`src/rtl/scl_pkg.sv`:
```
package scl_pkg;

    typedef enum logic [1:0] {
        MD_FLOOR   = 2'b00,
        MD_TOZERO  = 2'b01,
        MD_NEAREST = 2'b10,
        MD_LOGICAL = 2'b11
    } scl_mode_e;

endpackage

```
`src/rtl/scl_lowbits.sv`:
```
module scl_lowbits #(
    parameter int DATA_W = 16,
    parameter int SH_W   = $clog2(DATA_W)
) (
    input  logic [DATA_W-1:0] in_data,
    input  logic [SH_W-1:0]   in_shift,
    output logic [DATA_W-1:0] lsb_mask,
    output logic [DATA_W-1:0] half_bit,
    output logic              sticky
);
    // lsb_mask marks the k positions shifted out; half_bit marks position k-1
    for (genvar i = 0; i < DATA_W; i++) begin : g_bit
        assign lsb_mask[i] = (i < int'(in_shift));
        assign half_bit[i] = ((i + 1) == int'(in_shift));
    end

    assign sticky = |(in_data & lsb_mask);

endmodule

```
`src/rtl/scl_bias.sv`:
```
module scl_bias
    import scl_pkg::*;
#(
    parameter int DATA_W = 16
) (
    input  scl_mode_e         mode,
    input  logic              neg,
    input  logic [DATA_W-1:0] lsb_mask,
    input  logic [DATA_W-1:0] half_bit,
    output logic [DATA_W:0]   bias
);
    localparam int EXT_W = DATA_W + 1;

    always_comb begin
        bias = '0;
        unique case (mode)
            MD_FLOOR:   bias = '0;
            // negative values: add 2^k-1 so the floor shift truncates toward zero
            MD_TOZERO:  bias = neg ? EXT_W'(lsb_mask) : '0;
            // nonnegative: +2^(k-1); negative: +2^(k-1)-1 sends ties downward
            MD_NEAREST: bias = neg ? EXT_W'(lsb_mask >> 1) : EXT_W'(half_bit);
            MD_LOGICAL: bias = '0;
        endcase
    end

endmodule

```
`src/rtl/scl_shift.sv`:
```
module scl_shift #(
    parameter int DATA_W = 16,
    parameter int SH_W   = $clog2(DATA_W)
) (
    input  logic [DATA_W:0]   sum_ext,
    input  logic [SH_W-1:0]   in_shift,
    output logic [DATA_W-1:0] shifted
);
    logic signed [DATA_W:0] sum_s;
    logic signed [DATA_W:0] shr_s;

    assign sum_s   = $signed(sum_ext);
    assign shr_s   = sum_s >>> in_shift;
    assign shifted = shr_s[DATA_W-1:0];

endmodule

```
`src/rtl/pow2_round_scaler.sv`:
```
module pow2_round_scaler
    import scl_pkg::*;
#(
    parameter int DATA_W = 16,
    parameter int SH_W   = $clog2(DATA_W)
) (
    input  logic              clk,
    input  logic              rst_n,
    input  logic [DATA_W-1:0] in_data,
    input  logic [SH_W-1:0]   in_shift,
    input  logic [1:0]        in_mode,
    output logic [DATA_W-1:0] out_data,
    output logic              out_inexact
);
    localparam int MSB = DATA_W - 1;

    scl_mode_e         mode;
    logic              top_fill;
    logic [DATA_W:0]   ext_data;
    logic [DATA_W-1:0] lsb_mask;
    logic [DATA_W-1:0] half_bit;
    logic              sticky;
    logic [DATA_W:0]   bias;
    logic [DATA_W:0]   sum_ext;
    logic [DATA_W-1:0] shifted;

    assign mode = scl_mode_e'(in_mode);

    always_comb begin
        top_fill = 1'b0;
        unique case (mode)
            MD_LOGICAL: top_fill = 1'b0;
            default:    top_fill = in_data[MSB];
        endcase
    end

    assign ext_data = {top_fill, in_data};

    scl_lowbits #(.DATA_W(DATA_W), .SH_W(SH_W)) u_lowbits (
        .in_data  (in_data),
        .in_shift (in_shift),
        .lsb_mask (lsb_mask),
        .half_bit (half_bit),
        .sticky   (sticky)
    );

    scl_bias #(.DATA_W(DATA_W)) u_bias (
        .mode     (mode),
        .neg      (top_fill),
        .lsb_mask (lsb_mask),
        .half_bit (half_bit),
        .bias     (bias)
    );

    // one guard bit: the bias cannot wrap the sum
    assign sum_ext = ext_data + bias;

    scl_shift #(.DATA_W(DATA_W), .SH_W(SH_W)) u_shift (
        .sum_ext  (sum_ext),
        .in_shift (in_shift),
        .shifted  (shifted)
    );

    always_ff @(posedge clk or negedge rst_n) begin
        if (!rst_n) begin
            out_data    <= '0;
            out_inexact <= 1'b0;
        end else begin
            out_data    <= shifted;
            out_inexact <= sticky;
        end
    end

endmodule

```
`config.mk`:
```
export PLATFORM = sky130hd
export DESIGN_NAME = pow2_round_scaler
export DESIGN_NICKNAME = d
export VERILOG_FILES = /design/src/rtl/scl_pkg.sv /design/src/rtl/scl_lowbits.sv /design/src/rtl/scl_bias.sv /design/src/rtl/scl_shift.sv /design/src/rtl/pow2_round_scaler.sv
export SDC_FILE = /design/constraint.sdc
export NUM_CORES = 1
export LEC_CHECK = 0
export ABC_AREA = 1
export BUFFER_PORTS_ARGS = -buffer_cell sky130_fd_sc_hd__buf_2
export CAP_MARGIN = 20
export CORE_ASPECT_RATIO = 1.25
export CORE_UTILIZATION = 55
export DETAILED_ROUTE_END_ITERATION = 12
export PLACE_DENSITY = 0.75
export SYNTH_ARGS = -nofsm -noshare
export SYNTH_HDL_FRONTEND = slang
export SYNTH_SLANG_ARGS = --single-unit
```
`constraint.sdc`:
```
create_clock -name clk -period 0.8 [get_ports clk]
set_input_delay 0.2 -clock clk [delete_from_list [all_inputs] [get_ports clk]]
set_output_delay 0.2 -clock clk [all_outputs]
set_load 0.05 [all_outputs]
```
==> results of run 1 <==
metrics by stage:
step,instance area [um^2],util,std cells
2_1_floorplan,2780,-,496
3_3_place_gp,3590,0.760,665
3_5_place_dp,3590,0.760,665
4_1_cts,4300,0.910,687
cells in the mapped netlist (all sizes together) (3+ instances only):
master	count
nand3	77
a21oi	13
nand2	201
o211ai	3
o21ai	28
buf	9
inv	73
nor3	6
ha	15
clkbuf	5
o22ai	4
nor2	25
a22oi	4
xor2	6
dfrtp	17
repair_timing:
action                                  CTS
setup buffers                            17
pin swaps                                44
endpoints found under the setup margin   34
hold endpoints to repair                 17
resized for setup                       158
hold buffers                              1
logic make-up after synthesis:
family,Yosys count
and+or+nand+nor,311
buffers and inverters,88
AOI/OAI and AO/OA,57
DFF,17
adders and majority gates,16
xor gates and xnor gates,7
==> load_flow_metrics.sql, run 1 <==
INSERT INTO impl_metrics (metric_group, metric, value, unit) VALUES
('run_status', 'outcome', 'did not finish', ''),
('run_status', 'failed_at', 'global routing', ''),
('run_status', 'flow.first_error', '[ERROR DPL-0038] Utilization greater than 100%, impossible to legalize', ''),
('floorplanning', 'start_util', '0.573', ''),
('synthesis', 'ys_ff_latch', '17', ''),
('synthesis', 'synthesis.area', '0.00271', 'mm^2'),
('placed_design', 'port-buffer-count', '40', ''),
('synthesis', 'sequential_area_share_after_synthesis', '0.157', ''),
('clock_tree', 'clock_sinks', '17', ''),
('synthesis', 'dominant_combinational_cell_family_by_area_after_synthesis', 'simple AND/OR/NAND/NOR gates', ''),
('clock_tree', 'maximum_root_to_sink_buffer_count', '2', ''),
('sta', 'worst_end_pin_type', 'sequential cell input', ''),
('placed_design', 'sum_of_net_half_perimeters_after_detailed_placement', '7690', 'um'),
('synthesis', 'async_reset_ff_frac', '1.00', ''),
('placed_design', 'gp_congestion', '1.06', ''),
('synthesis', 'xor_xnor_portion_of_the_synthesized_cell_area', '0.0226', ''),
('synthesis', 'synth-edff-count', '0', ''),
('clock_tree', 'clockRootBuffer', 'sky130_fd_sc_hd__clkbuf_8', ''),
('synthesis', 'synth.area.mux_share', '0', ''),
('clock_tree', 'htree_num_levels', '1', ''),
('synthesis', 'post_synthesis_cells', '496', ''),
('floorplanning', 'height_of_the_chip', '80.5', 'um'),
('synthesis', 'synth-adder-area-share', '0.0766', ''),
('synthesis', 'synth.top_cell.area_share', '0.269', ''),
('floorplanning', 'dieWidth', '64.8', 'um'),
('synthesis', 'post_synth_num_cell_types', '34', ''),
('global_routing', 'grt_start_max_net_pins', '18', ''),
('clock_tree', 'total_clock_buffers_created_by_cts', '3', ''),
('synthesis', 'synth.top_cells.by_area', 'sky130_fd_sc_hd__nand2_1 (27%), sky130_fd_sc_hd__dfrtp_1 (16%), sky130_fd_sc_hd__nand3_1 (13%)', ''),
('floorplanning', 'standard_cell_rows', '28', ''),
('synthesis', 'dominantRegCellSynth', 'sky130_fd_sc_hd__dfrtp_1', ''),
('sta', 'grt-worst-endpoint', 'out_data[5]$_DFF_PN0_/D', ''),
('synthesis', 'syn-num-nets', '536', ''),
('synthesis', 'synth_simple_gate_area_share', '0.489', ''),
('synthesis', 'synth.largest_area_cell', 'sky130_fd_sc_hd__nand2_1', ''),
('synthesis', 'synth_compound_gate_area_share', '0.125', ''),
('floorplanning', 'pin_count', '41', ''),
('placed_design', 'place_worst_setup_slack', '-2.07', 'ns'),
('synthesis', 'postSynthAreaPerCell', '5.47', 'um^2'),
('synthesis', 'ys.warnings.count', '0', '');
==> inputs of run 2 (changes only) <==
Settings changed: CORE_ASPECT_RATIO 1.25 to default, CORE_UTILIZATION 55 to 40, PLACE_DENSITY 0.75 to default, PLACE_DENSITY_LB_ADDON from default to 0.15.
==> load_flow_metrics.sql, run 2 <==
INSERT INTO impl_metrics (metric_group, metric, value, unit) VALUES
('run_status', 'outcome', 'finished with violations', ''),
('run_status', 'violations_in_the_final_reports', 'design-rule violations, negative setup slack', ''),
('sta', 'hold_violations', '0', ''),
('synthesis', 'synthesis.area', '0.00271', 'mm^2'),
('setup_path', 'data_required_time_at_the_worst_endpoint', '0.93', 'ns'),
('synthesis', 'post_synthesis_cells', '496', ''),
('detailed_routing', 'detail_route.wl_per_cell', '14.1', 'um'),
('global_routing', 'grt_first_pass_wirelength', '16300', 'um'),
('power_and_ir_drop', 'power.total', '4.59', 'mW'),
('synthesis', 'yosys.cell_count.top_type', 'sky130_fd_sc_hd__nand2_1', ''),
('power_and_ir_drop', 'power.static_leakage', '2.31', 'nW'),
('clock_tree', 'total_clock_buffers_created_by_cts', '3', ''),
('final_layout', 'antenna-diode-count', '0', ''),
('detailed_routing', 'met3WireLength', '621', 'um'),
('setup_path', 'critPathCaptureType', 'flip-flop', ''),
('synthesis', 'synth.top_cells.by_area', 'sky130_fd_sc_hd__nand2_1 (27%), sky130_fd_sc_hd__dfrtp_1 (16%), sky130_fd_sc_hd__nand3_1 (13%)', ''),
('floorplanning', 'dieWidth', '84.3', 'um'),
('final_layout', 'max_flop_register', 'out_data', ''),
('synthesis', 'dominantRegCellSynth', 'sky130_fd_sc_hd__dfrtp_1', ''),
('sta', 'worst_setup_margin', '-1.67', 'ns'),
('floorplanning', 'coreArea', '0.00646', 'mm^2'),
('sta', 'rsz_0062_raised_after_global_routing', 'yes', ''),
('sta', 'timing_worst_slew_pin_value', '0.388', 'ns'),
('detailed_routing', 'detail_route.first_pass.iterations', '9', ''),
('placed_design', 'port-buffer-count', '40', ''),
('min_path', 'hold_depth', '4', ''),
('sta', 'maxSlewViolCount', '0', ''),
('synthesis', 'synth.largest_area_cell', 'sky130_fd_sc_hd__nand2_1', ''),
('sta', 'setup_viol', '34', ''),
('synthesis', 'postSynthAreaPerCell', '5.47', 'um^2'),
('setup_path', 'critPathKind', 'input pin to flip-flop', ''),
('detailed_routing', 'detailedRoute.firstIterationViolations', '258', ''),
('clock_tree', 'clk_pin_slew_worst_paths', '0.07', 'ns'),
('clock_tree', 'clock_sinks', '17', ''),
('floorplanning', 'standard_cell_rows', '29', ''),
('floorplanning', 'dieArea', '0.00711', 'mm^2'),
('floorplanning', 'start_util', '0.420', ''),
('detailed_routing', 'routed-wl-met2', '4490', 'um'),
('sta', 'relSlewSlack', '0.742', ''),
('detailed_routing', 'total_vias_in_the_final_route', '3661', ''),
('clock_tree', 'maximum_root_to_sink_buffer_count', '2', ''),
('final_layout', 'num-fill-cells', '605', ''),
('clock_tree', 'clock_tree_from_tritoncts', 'built', ''),
('final_layout', 'final_net_count', '655', ''),
('sta', 'final_period_minus_worst_setup_slack', '2.47', 'ns'),
('synthesis', 'syn-num-nets', '536', ''),
('global_routing', 'grt.overflow.total', '0', ''),
('detailed_routing', 'metal_1_wl', '4470', 'um'),
('synthesis', 'ys.warnings.count', '0', ''),
('final_layout', 'largest_reg_flops', '16', ''),
('synthesis', 'synth-edff-count', '0', ''),
('floorplanning', 'height_of_the_chip', '84.3', 'um'),
('power_and_ir_drop', 'p_per_area', '1110', 'mW/mm^2'),
('global_routing', 'first_global_vias', '3627', ''),
('clock_tree', 'clockRootBuffer', 'sky130_fd_sc_hd__clkbuf_8', ''),
('sta', 'fin_hold_ws', '0.326', 'ns'),
('final_layout', 'drive_gt1_frac', '0.373', ''),
('detailed_routing', 'finalWirelength', '9710', 'um'),
('global_routing', 'grt_antenna_before_repair', '0', ''),
('global_routing', 'grt_use_total', '0.281', ''),
('synthesis', 'synth.top_cell.area_share', '0.269', ''),
('min_path', 'worst_hold_startpoint', 'in_shift[3]', ''),
('placed_design', 'gp_congestion', '0.986', ''),
('clock_tree', 'htree_num_levels', '1', ''),
('final_layout', 'most_common_library_cell_in_the_layout_ignoring_fill_and_taps', 'sky130_fd_sc_hd__nand2_1', ''),
('synthesis', 'synthTopCellsByCount', 'sky130_fd_sc_hd__nand2_1 (194), sky130_fd_sc_hd__nand3_1 (73), sky130_fd_sc_hd__inv_1 (68)', ''),
('min_path', 'hp-class', 'input pin to flip-flop', ''),
('detailed_routing', 'vias_per_std_cell', '5.30', ''),
('setup_path', 'worst-path-max-fanout', '6', ''),
('detailed_routing', 'final_antenna_net_count', '0', ''),
('synthesis', 'ys_ff_latch', '17', ''),
('synthesis', 'post_synth_num_cell_types', '34', ''),
('detailed_routing', 'highest_layer', 'met4', ''),
('final_layout', 'synthToLayoutAreaGrowth', '52.1', '%'),
('floorplanning', 'pin_count', '41', ''),
('synthesis', 'sequential_area_share_after_synthesis', '0.157', ''),
('final_layout', 'final_cell_mix', 'sky130_fd_sc_hd__nand2_1 (170), sky130_fd_sc_hd__buf_4 (85), sky130_fd_sc_hd__inv_1 (60), sky130_fd_sc_hd__nand3_1 (57), sky130_fd_sc_hd__nand2_2 (28)', ''),
('final_layout', 'final_core_util', '0.639', ''),
('job', 'maxCapViolCount', '0', ''),
('synthesis', 'async_reset_ff_frac', '1.00', ''),
('sta', 'post-route-period-util', '3.09', ''),
('detailed_routing', 'drcViolationCount', '4', ''),
('setup_path', 'worstSetupStartpointType', 'input pin', ''),
('setup_path', 'timing.critical_path.arrival', '2.60', 'ns'),
('placed_design', 'place_worst_setup_slack', '-2.09', 'ns'),
('power_and_ir_drop', 'ir_worst_vdd', '1.10', 'mV'),
('sta', 'fmax', '404', 'MHz'),
('global_routing', 'grt_start_max_net_pins', '18', ''),
('final_layout', 'reg.largest.list', 'out_data: 16 flops, out_inexact: 1 flops', ''),
('setup_path', 'crit_path_start', 'in_shift[2]', ''),
('placed_design', 'sum_of_net_half_perimeters_after_detailed_placement', '7630', 'um');
run 2: kinds of logic after synthesis:
kind of cell	count (synthesis)	share of synthesized area
fa+ha+maj	16	0.0766
simple gates	311	0.489
flops	17	0.157
xor+xnor	7	0.0226
compound gates	57	0.125
buf+inv	88	0.130
run 2: area by class of cell:
type / count / area [um^2] / area share
tap: 77 / 96.3 / 0.0234
inverter: 74 / 294 / 0.0713
timing repair buffer: 128 / 1020 / 0.247
multi-input combinational: 391 / 2240 / 0.544
clock buffer: 4 / 45.0 / 0.0109
sequential: 17 / 425 / 0.103
run 2: final timing paths:
check / slack, ns / endpoint
max: -1.67 / out_data[14]
min: 0.33 / out_data[4]
max in group asynchronous: 0.12 / out_data[8]
min in group asynchronous: 0.40 / out_data[14]
run 2: repair_timing:
action / in CTS / in global routing
setup buffers: 7 / 3
hold buffers: 1 / 0
hold endpoints to repair: 17 / 0
resized for setup: 112 / 31
pin swaps: 24 / 15
endpoints found under the setup margin: 34 / 34
run 2: worst max-delay path, cell delays in order:
cell and delay, ns:
sky130_fd_sc_hd__buf_4 0.15, sky130_fd_sc_hd__inv_6 0.09, sky130_fd_sc_hd__nand2_4 0.06, sky130_fd_sc_hd__nor2_4 0.14, sky130_fd_sc_hd__inv_2 0.05, sky130_fd_sc_hd__a21oi_2 0.12
sky130_fd_sc_hd__o22ai_2 0.10, sky130_fd_sc_hd__ha_2 0.21, sky130_fd_sc_hd__fa_2 0.42, sky130_fd_sc_hd__nand3_2 0.08, sky130_fd_sc_hd__nand2_2 0.05, sky130_fd_sc_hd__nand2_2 0.07
sky130_fd_sc_hd__nand2_2 0.09, sky130_fd_sc_hd__nand2_2 0.11, sky130_fd_sc_hd__nand2_1 0.07, sky130_fd_sc_hd__nand2_2 0.11, sky130_fd_sc_hd__nand2_2 0.08, sky130_fd_sc_hd__nand2_1 0.16
sky130_fd_sc_hd__nand2_1 0.10, sky130_fd_sc_hd__nand2_1 0.07, sky130_fd_sc_hd__nand2_1 0.05
run 2: metal layers:
metal | GRT usage | vias up
met3 | 0.0423 | 9
met2 | 0.475 | 142
li1 | - | 1831
met1 | 0.381 | 1679
met5 | 0 | -
met4 | 0.0601 | 0
run 2: metrics by stage:
| stage | setup TNS [ns] | std cells | area (um^2) |
|---|---|---|---|
| after global placement | -33.07 | 677 | 3570 |
| after CTS | -28.79 | 688 | 4010 |
| after floorplan | -26.66 | 496 | 2780 |
| after global routing | -33.16 | 691 | 4120 |
| final | -30.04 | 691 | 4120 |
| after detailed placement | -33.96 | 677 | 3570 |
run 2: where the power goes:
part	total [mW]	internal [mW]	switching, mW	leakage (nW)
Sequential	1.02	0.969	0.0525	0.204
Combinational	2.93	1.17	1.76	2.09
Clock	0.638	0.353	0.285	0.0228
No activity file was read; power rests on OpenSTA's default activity.
